==> config.mk <==
export PLATFORM = sky130hd
export DESIGN_NAME = ecc_bitfix
export DESIGN_NICKNAME = d
export VERILOG_FILES = /design/src/rtl/ecc_bitfix_pkg.sv /design/src/rtl/ecc_bitfix_locate.sv /design/src/rtl/ecc_bitfix_ctrl.sv /design/src/rtl/ecc_bitfix.sv
export SDC_FILE = /design/constraint.sdc
export NUM_CORES = 1
export LEC_CHECK = 0
export BUFFER_PORTS_ARGS = -buffer_cell sky130_fd_sc_hd__buf_2
export CAP_MARGIN = 5
export CORE_MARGIN = 4
export CORE_UTILIZATION = 50
export CTS_CLUSTER_DIAMETER = 150
export DETAILED_ROUTE_END_ITERATION = 7
export GPL_TIMING_DRIVEN = 0
export PLACE_DENSITY = 0.92
export SYNTH_ARGS = -nofsm -noshare
export SYNTH_HDL_FRONTEND = slang
export SYNTH_SLANG_ARGS = --single-unit
==> constraint.sdc <==
create_clock -name clk -period 3.93 [get_ports clk]
set_input_delay 0.1965 -clock clk [delete_from_list [all_inputs] [get_ports clk]]
set_output_delay 0.1965 -clock clk [all_outputs]
set_load 0.1 [all_outputs]
==> src/rtl/ecc_bitfix_pkg.sv <==
package ecc_bitfix_pkg;
  // status word decode
  localparam int STAT_W    = 32;
  localparam int CNT_LSB   = 28;
  localparam int CNT_W     = 4;
  localparam int ONES_BIT  = 5;
  localparam int ZERO_BIT  = 4;
  localparam int UNCOR_BIT = 1;
  // index word decode
  localparam int IDX_W     = 32;
  localparam int POS_W     = 13;
  localparam int LO_LSB    = 0;
  localparam int HI_LSB    = 16;
  localparam int IDX_AW    = CNT_W - 1;

  typedef enum logic [2:0] {
    ST_IDLE,
    ST_FETCH,
    ST_WORD,
    ST_READ,
    ST_WRITE,
    ST_DONE
  } fix_state_t;
endpackage

==> src/rtl/ecc_bitfix_locate.sv <==
// Picks one packed position and turns it into a byte address, bit mask and range verdict.
module ecc_bitfix_locate
  import ecc_bitfix_pkg::*;
#(
  parameter int ADDR_W = 10
) (
  input  logic [IDX_W-1:0]  word_i,
  input  logic              odd_i,
  input  logic [ADDR_W:0]   len_i,
  output logic [ADDR_W-1:0] byte_o,
  output logic [7:0]        mask_o,
  output logic              in_range_o
);
  localparam int BYTE_W = POS_W - 3;
  localparam int CMP_W  = (BYTE_W > ADDR_W + 1) ? BYTE_W : ADDR_W + 1;

  logic [POS_W-1:0]  pos;
  logic [BYTE_W-1:0] byte_full;
  logic [CMP_W-1:0]  byte_ext;
  logic [CMP_W-1:0]  len_ext;
  logic              unused_word;

  assign pos        = odd_i ? word_i[HI_LSB +: POS_W] : word_i[LO_LSB +: POS_W];
  assign byte_full  = pos[POS_W-1:3];
  assign byte_ext   = CMP_W'(byte_full);
  assign len_ext    = CMP_W'(len_i);
  assign in_range_o = byte_ext < len_ext;
  assign byte_o     = ADDR_W'(byte_full);
  assign mask_o     = 8'b1 << pos[2:0];
  assign unused_word = ^word_i;
endmodule

==> src/rtl/ecc_bitfix_ctrl.sv <==
// Run sequencer: status decode, index fetch and read-modify-write of the page buffer.
module ecc_bitfix_ctrl
  import ecc_bitfix_pkg::*;
#(
  parameter int ADDR_W = 10
) (
  input  logic              clk,
  input  logic              rst_n,
  input  logic              start_i,
  input  logic [STAT_W-1:0] status_i,
  input  logic [ADDR_W-1:0] loc_byte_i,
  input  logic [7:0]        loc_mask_i,
  input  logic              loc_ok_i,
  output logic [IDX_W-1:0]  word_o,
  output logic              odd_o,
  output logic              idx_rd_o,
  output logic [IDX_AW-1:0] idx_addr_o,
  input  logic [IDX_W-1:0]  idx_data_i,
  output logic              ram_en_o,
  output logic              ram_we_o,
  output logic [ADDR_W-1:0] ram_addr_o,
  output logic [7:0]        ram_wdata_o,
  input  logic [7:0]        ram_rdata_i,
  output logic              done_o,
  output logic              blank_o,
  output logic              fail_o,
  output logic              range_o
);
  fix_state_t        state_q, state_d;
  logic [CNT_W-1:0]  cnt_q, cnt_d;
  logic [CNT_W-1:0]  k_q, k_d, k_inc;
  logic [IDX_W-1:0]  word_q, word_d;
  logic [ADDR_W-1:0] addr_q, addr_d;
  logic [7:0]        mask_q, mask_d;
  logic              blank_q, blank_d;
  logic              fail_q, fail_d;
  logic              range_q, range_d;
  logic              advance;
  logic              upd;
  logic              st_blank;
  logic              st_uncor;
  logic [CNT_W-1:0]  st_cnt;
  logic              unused_status;

  assign st_blank      = status_i[ONES_BIT] | status_i[ZERO_BIT];
  assign st_uncor      = status_i[UNCOR_BIT];
  assign st_cnt        = status_i[CNT_LSB +: CNT_W];
  assign unused_status = ^status_i;
  assign k_inc         = k_q + 1'b1;
  assign upd           = start_i | (state_q != ST_IDLE);

  always_comb begin
    state_d     = state_q;
    cnt_d       = cnt_q;
    k_d         = k_q;
    word_d      = word_q;
    addr_d      = addr_q;
    mask_d      = mask_q;
    blank_d     = blank_q;
    fail_d      = fail_q;
    range_d     = range_q;
    advance     = 1'b0;
    idx_rd_o    = 1'b0;
    ram_en_o    = 1'b0;
    ram_we_o    = 1'b0;
    ram_addr_o  = addr_q;
    ram_wdata_o = ram_rdata_i ^ mask_q;
    done_o      = 1'b0;
    unique case (state_q)
      ST_IDLE: begin
        if (start_i) begin
          cnt_d   = st_cnt;
          k_d     = '0;
          blank_d = st_blank;
          fail_d  = ~st_blank & st_uncor;
          range_d = 1'b0;
          if (st_blank || st_uncor || (st_cnt == '0)) state_d = ST_DONE;
          else                                        state_d = ST_FETCH;
        end
      end
      ST_FETCH: begin
        idx_rd_o = 1'b1;
        state_d  = ST_WORD;
      end
      ST_WORD: begin
        word_d  = idx_data_i;
        state_d = ST_READ;
      end
      ST_READ: begin
        if (loc_ok_i) begin
          ram_en_o   = 1'b1;
          ram_addr_o = loc_byte_i;
          addr_d     = loc_byte_i;
          mask_d     = loc_mask_i;
          state_d    = ST_WRITE;
        end else begin
          range_d = 1'b1;
          advance = 1'b1;
        end
      end
      ST_WRITE: begin
        ram_en_o = 1'b1;
        ram_we_o = 1'b1;
        advance  = 1'b1;
      end
      ST_DONE: begin
        done_o  = 1'b1;
        state_d = ST_IDLE;
      end
      default: state_d = ST_IDLE;
    endcase
    if (advance) begin
      k_d = k_inc;
      if (k_inc == cnt_q) state_d = ST_DONE;
      else if (!k_inc[0]) state_d = ST_FETCH;
      else                state_d = ST_READ;
    end
  end

  always_ff @(posedge clk or negedge rst_n) begin
    if (!rst_n) begin
      state_q <= ST_IDLE;
      cnt_q   <= '0;
      k_q     <= '0;
      word_q  <= '0;
      addr_q  <= '0;
      mask_q  <= '0;
      blank_q <= 1'b0;
      fail_q  <= 1'b0;
      range_q <= 1'b0;
    end else if (upd) begin
      state_q <= state_d;
      cnt_q   <= cnt_d;
      k_q     <= k_d;
      word_q  <= word_d;
      addr_q  <= addr_d;
      mask_q  <= mask_d;
      blank_q <= blank_d;
      fail_q  <= fail_d;
      range_q <= range_d;
    end
  end

  assign word_o     = word_q;
  assign odd_o      = k_q[0];
  assign idx_addr_o = k_q[CNT_W-1:1];
  assign blank_o    = blank_q;
  assign fail_o     = fail_q;
  assign range_o    = range_q;
endmodule

==> src/rtl/ecc_bitfix.sv <==
module ecc_bitfix
  import ecc_bitfix_pkg::*;
#(
  parameter int ADDR_W = 10
) (
  input  logic              clk,
  input  logic              rst_n,
  input  logic              start_i,
  input  logic [31:0]       status_i,
  input  logic [ADDR_W:0]   data_len_i,
  output logic              idx_rd_o,
  output logic [2:0]        idx_addr_o,
  input  logic [31:0]       idx_data_i,
  output logic              ram_en_o,
  output logic              ram_we_o,
  output logic [ADDR_W-1:0] ram_addr_o,
  output logic [7:0]        ram_wdata_o,
  input  logic [7:0]        ram_rdata_i,
  output logic              done_o,
  output logic              blank_o,
  output logic              fail_o,
  output logic              range_o
);
  logic [1:0]        rst_sync_q;
  logic              rst_n_s;
  logic [IDX_W-1:0]  word;
  logic              odd;
  logic [ADDR_W-1:0] loc_byte;
  logic [7:0]        loc_mask;
  logic              loc_ok;

  // asynchronous assert, synchronous release
  always_ff @(posedge clk or negedge rst_n) begin
    if (!rst_n) rst_sync_q <= 2'b00;
    else        rst_sync_q <= {rst_sync_q[0], 1'b1};
  end
  assign rst_n_s = rst_sync_q[1];

  ecc_bitfix_locate #(.ADDR_W(ADDR_W)) u_locate (
    .word_i     (word),
    .odd_i      (odd),
    .len_i      (data_len_i),
    .byte_o     (loc_byte),
    .mask_o     (loc_mask),
    .in_range_o (loc_ok)
  );

  ecc_bitfix_ctrl #(.ADDR_W(ADDR_W)) u_ctrl (
    .clk         (clk),
    .rst_n       (rst_n_s),
    .start_i     (start_i),
    .status_i    (status_i),
    .loc_byte_i  (loc_byte),
    .loc_mask_i  (loc_mask),
    .loc_ok_i    (loc_ok),
    .word_o      (word),
    .odd_o       (odd),
    .idx_rd_o    (idx_rd_o),
    .idx_addr_o  (idx_addr_o),
    .idx_data_i  (idx_data_i),
    .ram_en_o    (ram_en_o),
    .ram_we_o    (ram_we_o),
    .ram_addr_o  (ram_addr_o),
    .ram_wdata_o (ram_wdata_o),
    .ram_rdata_i (ram_rdata_i),
    .done_o      (done_o),
    .blank_o     (blank_o),
    .fail_o      (fail_o),
    .range_o     (range_o)
  );
endmodule

==> results of run 1 <==
repair_timing:
| item | 4_1_cts | 5_1_grt |
|---|---|---|
| endpoints found under the setup margin | 11 | 0 |
| hold buffers | 1 | 0 |
| hold endpoints to repair | 2 | 0 |
| resized for setup | 0 | 0 |
cell type report:
cell class / instances / share of cell area (%)
Multi-Input combinational cell: 177 / 38.30
Sequential cell: 60 / 38.27
Inverter: 14 / 1.338
Timing Repair Buffer: 84 / 11.22
Buffer: 9 / 1.625
Tap cell: 75 / 2.390
Clock buffer: 13 / 4.557
Clock inverter: 3 / 2.294
logic make-up (layout without fill, tap and decap cells):
logic type	count (synthesis)	count (layout)	share of synthesized area (%)
mux	61	61	22.12
flops	60	60	48.10
simple gates	60	60	9.941
compound gates	30	30	7.656
buf+inv	24	123	3.848
xor+xnor	15	15	4.208
fa+ha+maj	10	10	4.008
other cells	1	1	0.1201
per-layer routing:
layer  wire length, um  vias up  track usage [%]
met3               498        7            5.866
met2              3295       75            32.51
met4                65        0            5.949
met5                 0        -                0
met1              2971     1081            25.41
li1                  -     1113                -
per-stage QoR:
stage                     setup WS [ps]  cell area [um2]  std cells  hold slack, ps
after floorplan                   361.4             3126        261          -99.09
after global placement            245.0             3630        418          -18.46
after detailed placement          151.5             3651        419          -16.21
after CTS                         309.2             3926        435           77.22
after global routing              110.6             3926        435           77.77
final                             321.0             3926        435           78.47
sequential cells by signal, summed over array words and instances, names as in the netlist:
register and cells:
u_ctrl.addr_q 10, u_ctrl.mask_q 8, u_ctrl.cnt_q 4, u_ctrl.blank_o 1
u_ctrl.state_q 3, u_ctrl.fail_o 1, u_ctrl.word_o 26, u_ctrl.k_q 4
rst_sync_q 2, u_ctrl.range_o 1
worst max-delay path, stage by stage (launching register included):
cell	delay (ps)
dfrtp_1	360
buf_6	240
mux2_2	400
ha_1	300
nand4b_1	140
nor3_1	570
a2111oi_4	210
buf_6	200
mux2_2	230
buf_2	420
cell usage in the layout (no fill, tap or decap), types with 5 or more instances in the layout:
cell type and n:
nand2_1 24, ha_1 10, inv_1 14, o21ai_0 6, buf_2 85, clkbuf_8 13, dfrtp_1 59, nor2_1 7
nand2b_1 10, mux2i_1 6, a21oi_1 5, xor2_1 11, mux2_2 53
cells in the mapped netlist (2+ instances only):
cell type and count:
buf_2 3, nand2b_1 10, nand2_1 24, clkbuf_1 3, a21oi_1 6, ha_1 10
dfrtp_1 60, mux2_2 53, nor2_1 7, o31ai_1 4, o21ai_0 6, nor3_1 4
inv_1 14, xor2_1 11, xnor2_1 4, nand3b_1 2, nand4_1 2, nand3_1 2
and3b_1 2, o41ai_1 2, mux2i_1 6, buf_6 3
worst max-delay path by stage:
stage | end | cells past startpoint
global placement | ram_addr_o[9] | 10
finish | ram_addr_o[9] | 9
detailed placement | ram_addr_o[1] | 10
CTS | ram_addr_o[1] | 9
global route | ram_addr_o[9] | 9
floorplan | ram_addr_o[0] | 10
==> reports/metrics.csv, run 1 <==
stage;metric;value;unit
run_status;outcome;complete, no violations;
timing;post-route-period-util;91.83;%
yosys;synth_edf_count;0;
timing;setup-tns-final;0;ps
placed_design;portBuffers;82;
worst_setup_path;reg2reg_depth;8;
finish;final_util;65.54;%
yosys;ys_warn_count;0;
clock_tree;cts_tree;yes;
clock_tree;cts_setup_buffers;0;
clock_tree;root_buffer;clkbuf_8;
timing;setup_viol;0;
floorplanning;die_x;87.02;um
floorplanning;ioPinCount;114;
finish;multi_input_area;1504;um2
worst_setup_path;cp-startpoint;u_ctrl.k_q[0]$_DFFE_PN0P_;
min_path;holdCritPathClass;in2reg;
worst_setup_path;critPathMaxFanout;19;
worst_setup_path;crit_arrival;3410;ps
finish;antenna_cells;0;
yosys;postSynthCellCount;261;
worst_setup_path;r2r-end;u_ctrl.k_q[3]$_DFFE_PN0P_;
worst_setup_path;required;3730;ps
drt;viasPerCell;5.232;
worst_setup_path;r2r_start;u_ctrl.k_q[0]$_DFFE_PN0P_;
clock_tree;clock-sinks;60;
clock_tree;clock_latency;340;ps
global_route;grt_use_total;19.85;%
timing;skew;8.463;ps
worst_setup_path;path_class;reg2out;
worst_setup_path;start_kind;register;
yosys;async_flop_share;100.0;%
clock_tree;cts_buffers;9;
yosys;syn_area;3122;um2
global_route;grt_pass1_vias;2355;
finish;syn_to_final_growth;25.77;%
drt;drc;0;
global_route;antenna_found_initial;0;
floorplanning;rows;28;
yosys;ys_seq_area_share;48.10;%
min_path;holdCritStartpoint;status_i[29];
yosys;synth_ff_type;dfrtp_1;
global_route;overflow;0;
yosys;synth_top_area_share;48.10;%
finish;nNetsFinal;451;
timing;min_period;3609;ps
floorplanning;dieArea;7572;um2
clock_tree;cts_max_level;3;
floorplanning;start_util;52.11;%
floorplanning;die-height;87.02;um
min_path;worstHoldPathCells;3;
timing;tightest_slew;1154;ps
clock_tree;clock_path_buffers;2;
drt;ant_nets;0;
timing;max_slew_margin;21.98;%
clock_tree;clk_pin_slew_worst_paths;60;ps
worst_setup_path;end_kind;output port;
flow_run;maxCapViolCount;0;
finish;drive_gt1_share;46.39;%
yosys;synth_top_area_cell;dfrtp_1;
yosys;ys_ff_latch;60;
drt;wirelength;6830;um
drt;wl_per_cell;15.70;um
timing;max_freq;277.1;MHz
worst_setup_path;ff2ff_setup_slack;1080;ps
yosys;synth.distinct_cells;45;
floorplanning;design.core.area;5991;um2
finish;nFillCells;466;
min_path;holdPathEnd;u_ctrl.cnt_q[1]$_DFFE_PN0P_;
timing;grt_setup_unrepaired;no;
yosys;syn-num-nets;357;
global_route;grt_pass1_wl;11450;um
timing;slew_viol_final;0;
finish;seq_area;1503;um2
yosys;syn_area_per_cell;11.96;um2
global_route;grt_max_degree;44;
drt;drt_iter0_markers;100;
drt;via_count;2276;
placed_design;place.gp.congestion;0.8048;
placed_design;dp_hpwl;5099;um
drt;first_pass_iters;4;
timing;hold_viol_final;0;
yosys;yosys-top-cells-area;dfrtp_1, mux2_2, ha_1;
Power of run 1 is left out: the tool's default activity adds up to more than one toggle a clock period on the data nets, which glitch-free logic cannot reach.
==> run 2, diff against run 1 <==
Settings changed: CORE_ASPECT_RATIO from default to 0.7, HOLD_SLACK_MARGIN from default to 0.08.
==> reports/metrics.csv, run 2 (same netlist as run 1, synthesis figures left out) <==
stage;metric;value;unit
clock_tree;clock_latency;340;ps
floorplanning;start_util;52.92;%
timing;tightest_slew;1017;ps
clock_tree;clock-sinks;60;
drt;ant_nets;0;
floorplanning;rows;23;
floorplanning;ioPinCount;114;
floorplanning;design.core.area;5899;um2
global_route;grt_use_total;19.65;%
clock_tree;clock_path_buffers;2;
worst_setup_path;required;3730;ps
finish;nNetsFinal;458;
timing;setup_viol;0;
global_route;grt_pass1_wl;11180;um
global_route;overflow;0;
timing;max_slew_margin;31.26;%
drt;viasPerCell;5.232;
global_route;grt_pass1_vias;2393;
clock_tree;cts_buffers;9;
drt;wl_met3;519;um
timing;min_period;3635;ps
drt;drc;0;
finish;layout_commonest_cell;buf_2;
finish;most-common-layout-cells;buf_2, dfrtp_1, mux2_2;
global_route;antenna_found_initial;0;
drt;wl_per_cell;15.51;um
timing;grt_setup_unrepaired;no;
worst_setup_path;crit_chain;buf_6, mux2_2, ha_1, a211oi_1, o32ai_1, a2111oi_4, buf_4, nor2_1, a21oi_2, buf_2;
clock_tree;clk_pin_slew_worst_paths;60;ps
finish;nFillCells;448;
min_path;holdCritPathClass;in2reg;
worst_setup_path;critPathMaxFanout;19;
placed_design;place.gp.congestion;0.8263;
timing;hold_viol_final;0;
finish;drive_gt1_share;45.21;%
run_status;outcome;complete, no violations;
drt;top_layer_used;met4;
drt;first_pass_iters;4;
floorplanning;die_x;102.4;um
clock_tree;cts_max_level;3;
worst_setup_path;path_class;reg2out;
timing;setup-tns-final;0;ps
timing;max_freq;275.1;MHz
flow_run;maxCapViolCount;0;
worst_setup_path;crit_arrival;3440;ps
timing;skew;7.222;ps
floorplanning;dieArea;7592;um2
finish;antenna_cells;0;
drt;drt_iter0_markers;63;
worst_setup_path;max_stage_delay;430;ps
clock_tree;cts_setup_buffers;0;
drt;met2WireLength;3068;um
drt;wirelength;6824;um
worst_setup_path;start_kind;register;
global_route;grt_max_degree;31;
placed_design;dp_hpwl;5223;um
finish;largest_reg_flops;26;
clock_tree;cts_tree;yes;
worst_setup_path;end_kind;output port;
timing;slew_viol_final;0;
placed_design;portBuffers;82;
timing;post-route-period-util;92.49;%
drt;via_count;2302;
finish;syn_to_final_growth;24.57;%
worst_setup_path;slowest_stage;buf_2;
floorplanning;die-height;74.11;um
drt;wl_met1;3141;um
clock_tree;root_buffer;clkbuf_8;
## run 2: changes by cell type in the layout (fill, tap and decap cells not counted), sizes merged
cell / before / now
bufinv: 3 / 0
clkbuf: 15 / 13
clkinv: 0 / 3
dlygate4sd3: 1 / 8
## run 2: worst paths after layout
kind	slack, ps	endpoint	start	depth (start not counted)
setup / recovery	300	ram_addr_o[0]	u_ctrl.k_q[0]$_DFFE_PN0P_	10
hold / removal	90	u_ctrl.word_o[28]$_DFFE_PN0P_	idx_data_i[28]	2
setup reg to reg	990	u_ctrl.k_q[3]$_DFFE_PN0P_	u_ctrl.k_q[0]$_DFFE_PN0P_	8
hold reg to reg	320	u_ctrl.word_o[26]$_DFFE_PN0P_	rst_sync_q[1]$_DFF_PN0_	0
max in group asynchronous	3020	u_ctrl.mask_q[5]$_DFFE_PN0P_	rst_sync_q[1]$_DFF_PN0_	1
min in group asynchronous	170	rst_sync_q[1]$_DFF_PN0_	rst_n	2
## run 2: layout make-up
type | instances | area, um2 | share of cell area (%)
clock buffers | 11 | 141.4 | 3.636
repair buffers | 91 | 510.5 | 13.13
plain buffers | 9 | 63.81 | 1.641
well taps | 75 | 93.84 | 2.413
multi-input cells | 177 | 1509 | 38.80
inverters | 14 | 52.55 | 1.351
flip-flops and latches | 60 | 1503 | 38.64
clock inverters | 3 | 15.01 | 0.3861
## run 2: worst max-delay path: cells and delay by family (launching register included)
family | cells | cell delay (ps)
AO/OA/AOI/OAI | 4 | 1010
buffers and inverters | 3 | 930
multiplexers | 1 | 390
flip-flops | 1 | 360
adder cells (fa/ha/maj) | 1 | 310
AND/OR/NAND/NOR | 1 | 80
## run 2: per-stage QoR
step           setup slack (ps)  utilization [%]  hold slack [ps]  cells  cell area [um2]
2_1_floorplan             361.4                -           -99.09    261             3126
3_3_place_gp              223.1            61.53           -18.43    418             3630
3_5_place_dp              128.8            61.89           -18.14    419             3651
4_1_cts                   286.1            65.41            80.87    437             3859
5_1_grt                   107.1            65.92            76.48    440             3889
6_report                  295.0            65.92            90.54    440             3889
## run 2: timing repair
item                                   4_1_cts  5_1_grt
endpoints found under the hold margin        6        3
resized for setup                            1        0
setup endpoints to repair                   11        0
hold buffers                                 5        3
## run 2: per-layer routing
| layer | up-vias | global-route usage, % |
|---|---|---|
| met5 | - | 0 |
| met4 | 0 | 5.968 |
| met3 | 12 | 6.935 |
| met2 | 75 | 31.55 |
| met1 | 1090 | 25.32 |
| li1 | 1125 | - |
Power of run 2 is left out for the same reason.
==> run 3, diff against run 2 <==
Settings changed: PLACE_DENSITY 0.92 to 0.81, SLEW_MARGIN from default to 20.
==> reports/metrics.csv, run 3 (same netlist as run 1, synthesis figures left out) <==
stage;metric;value;unit
clock_tree;root_buffer;clkbuf_8;
global_route;grt_pass1_wl;11020;um
timing;max_slew_margin;33.12;%
worst_setup_path;max_stage_delay;570;ps
floorplanning;dieArea;7592;um2
timing;setup_viol;0;
finish;layout_commonest_cell;buf_2;
clock_tree;cts_buffers;9;
clock_tree;cts_setup_buffers;0;
min_path;holdCritPathClass;in2reg;
drt;via_count;2331;
worst_setup_path;critPathMaxFanout;19;
placed_design;place.gp.congestion;0.8089;
floorplanning;start_util;52.92;%
clock_tree;cts_tree;yes;
finish;syn_to_final_growth;28.94;%
finish;antenna_cells;0;
worst_setup_path;slowest_stage;nor3_1;
floorplanning;die_x;102.4;um
global_route;grt_use_total;19.19;%
floorplanning;design.core.area;5899;um2
timing;min_period;3640;ps
global_route;grt_pass1_vias;2270;
clock_tree;clock_path_buffers;2;
worst_setup_path;crit_chain;buf_6, mux2_2, ha_1, nand4b_1, nor3_1, a2111oi_4, buf_6, mux2_2, buf_2;
finish;final_util;68.23;%
clock_tree;clock-sinks;60;
timing;tightest_slew;989.3;ps
finish;most-common-layout-cells;buf_2, dfrtp_1, mux2_2;
run_status;outcome;complete, no violations;
global_route;antenna_found_initial;0;
finish;largest_reg_flops;26;
worst_setup_path;crit_arrival;3440;ps
placed_design;portBuffers;82;
global_route;grt_max_degree;33;
floorplanning;die-height;74.11;um
timing;slew_viol_final;0;
timing;setup-tns-final;0;ps
worst_setup_path;end_kind;output port;
drt;drc;0;
timing;skew;9.264;ps
drt;met2WireLength;3069;um
worst_setup_path;path_class;reg2out;
worst_setup_path;start_kind;register;
timing;grt_setup_unrepaired;no;
clock_tree;clock_latency;340;ps
clock_tree;cts_resized;0;
drt;wl_per_cell;15.26;um
drt;drt_iter0_markers;80;
placed_design;pre_cts_slack;152.0;ps
drt;ant_nets;0;
drt;wl_met1;3212;um
floorplanning;ioPinCount;114;
placed_design;dpl.cell_count;419;
timing;max_freq;274.8;MHz
finish;drive_gt1_share;44.53;%
global_route;overflow;0;
flow_run;maxCapViolCount;0;
drt;wirelength;6866;um
finish;nNetsFinal;466;
drt;wl_met3;483;um
timing;worst_slack;290.4;ps
drt;first_pass_iters;4;
clock_tree;clk_pin_slew_worst_paths;70;ps
drt;top_layer_used;met4;
clock_tree;cts_max_level;3;
timing;post-route-period-util;92.61;%
finish;stdcell_count;450;
drt;viasPerCell;5.180;
timing;hold_viol_final;0;
floorplanning;rows;23;
placed_design;dp_hpwl;5208;um
worst_setup_path;required;3730;ps
==> run 3: changes by cell type in the layout (fill, tap and decap cells not counted), sizes merged <==
cell         change
bufinv           +2
clkbuf           -2
clkinv           +1
clkinvlp         +1
dlygate4sd3      +8
==> run 3: timing repair <==
action                                 in CTS  in global routing
setup endpoints to repair                  11                  0
hold buffers                               15                  1
endpoints found under the hold margin      16                  1
==> run 3: per-layer routing <==
layer  vias to the layer above  track usage (%)
li1                       1137                -
met1                      1110            26.12
met2                        72            28.68
met3                        12            7.216
met4                         0            6.114
met5                         -                0
==> run 3: final timing paths <==
check | from | cells past startpoint | slack, ps | end
min in group asynchronous | rst_n | 2 | 160 | rst_sync_q[1]$_DFF_PN0_
max in group asynchronous | rst_sync_q[1]$_DFF_PN0_ | 1 | 3190 | u_ctrl.word_o[22]$_DFFE_PN0P_
hold reg to reg | rst_sync_q[1]$_DFF_PN0_ | 0 | 250 | u_ctrl.k_q[1]$_DFFE_PN0P_
hold / removal | idx_data_i[2] | 2 | 90 | u_ctrl.word_o[2]$_DFFE_PN0P_
setup / recovery | u_ctrl.k_q[0]$_DFFE_PN0P_ | 9 | 290 | ram_addr_o[9]
setup reg to reg | u_ctrl.k_q[0]$_DFFE_PN0P_ | 8 | 1070 | u_ctrl.state_q[1]$_DFFE_PN0P_
==> run 3: layout make-up <==
class,instances,area [um2]
Buffer,9,63.81
Multi-Input combinational cell,177,1504
Inverter,14,52.55
Timing Repair Buffer,99,590.6
Sequential cell,60,1505
Clock inverter,7,91.34
Fill cell,460,1874
Clock buffer,9,123.9
Tap cell,75,93.84
==> run 3: per-stage QoR <==
stage	hold slack [ps]	instance area [um2]
global route	81.64	4025
floorplan	-99.09	3126
global placement	-19.01	3630
CTS	81.65	4015
finish	91.23	4025
detailed placement	-17.10	3654
==> run 3: worst max-delay path: cells and delay by family (launching register included) <==
family | cells | cell delay, ps
compound gates | 1 | 200
mux | 2 | 630
flops | 1 | 370
fa+ha+maj | 1 | 310
simple gates | 2 | 730
buf+inv | 3 | 870
Power of run 3 is left out for the same reason.
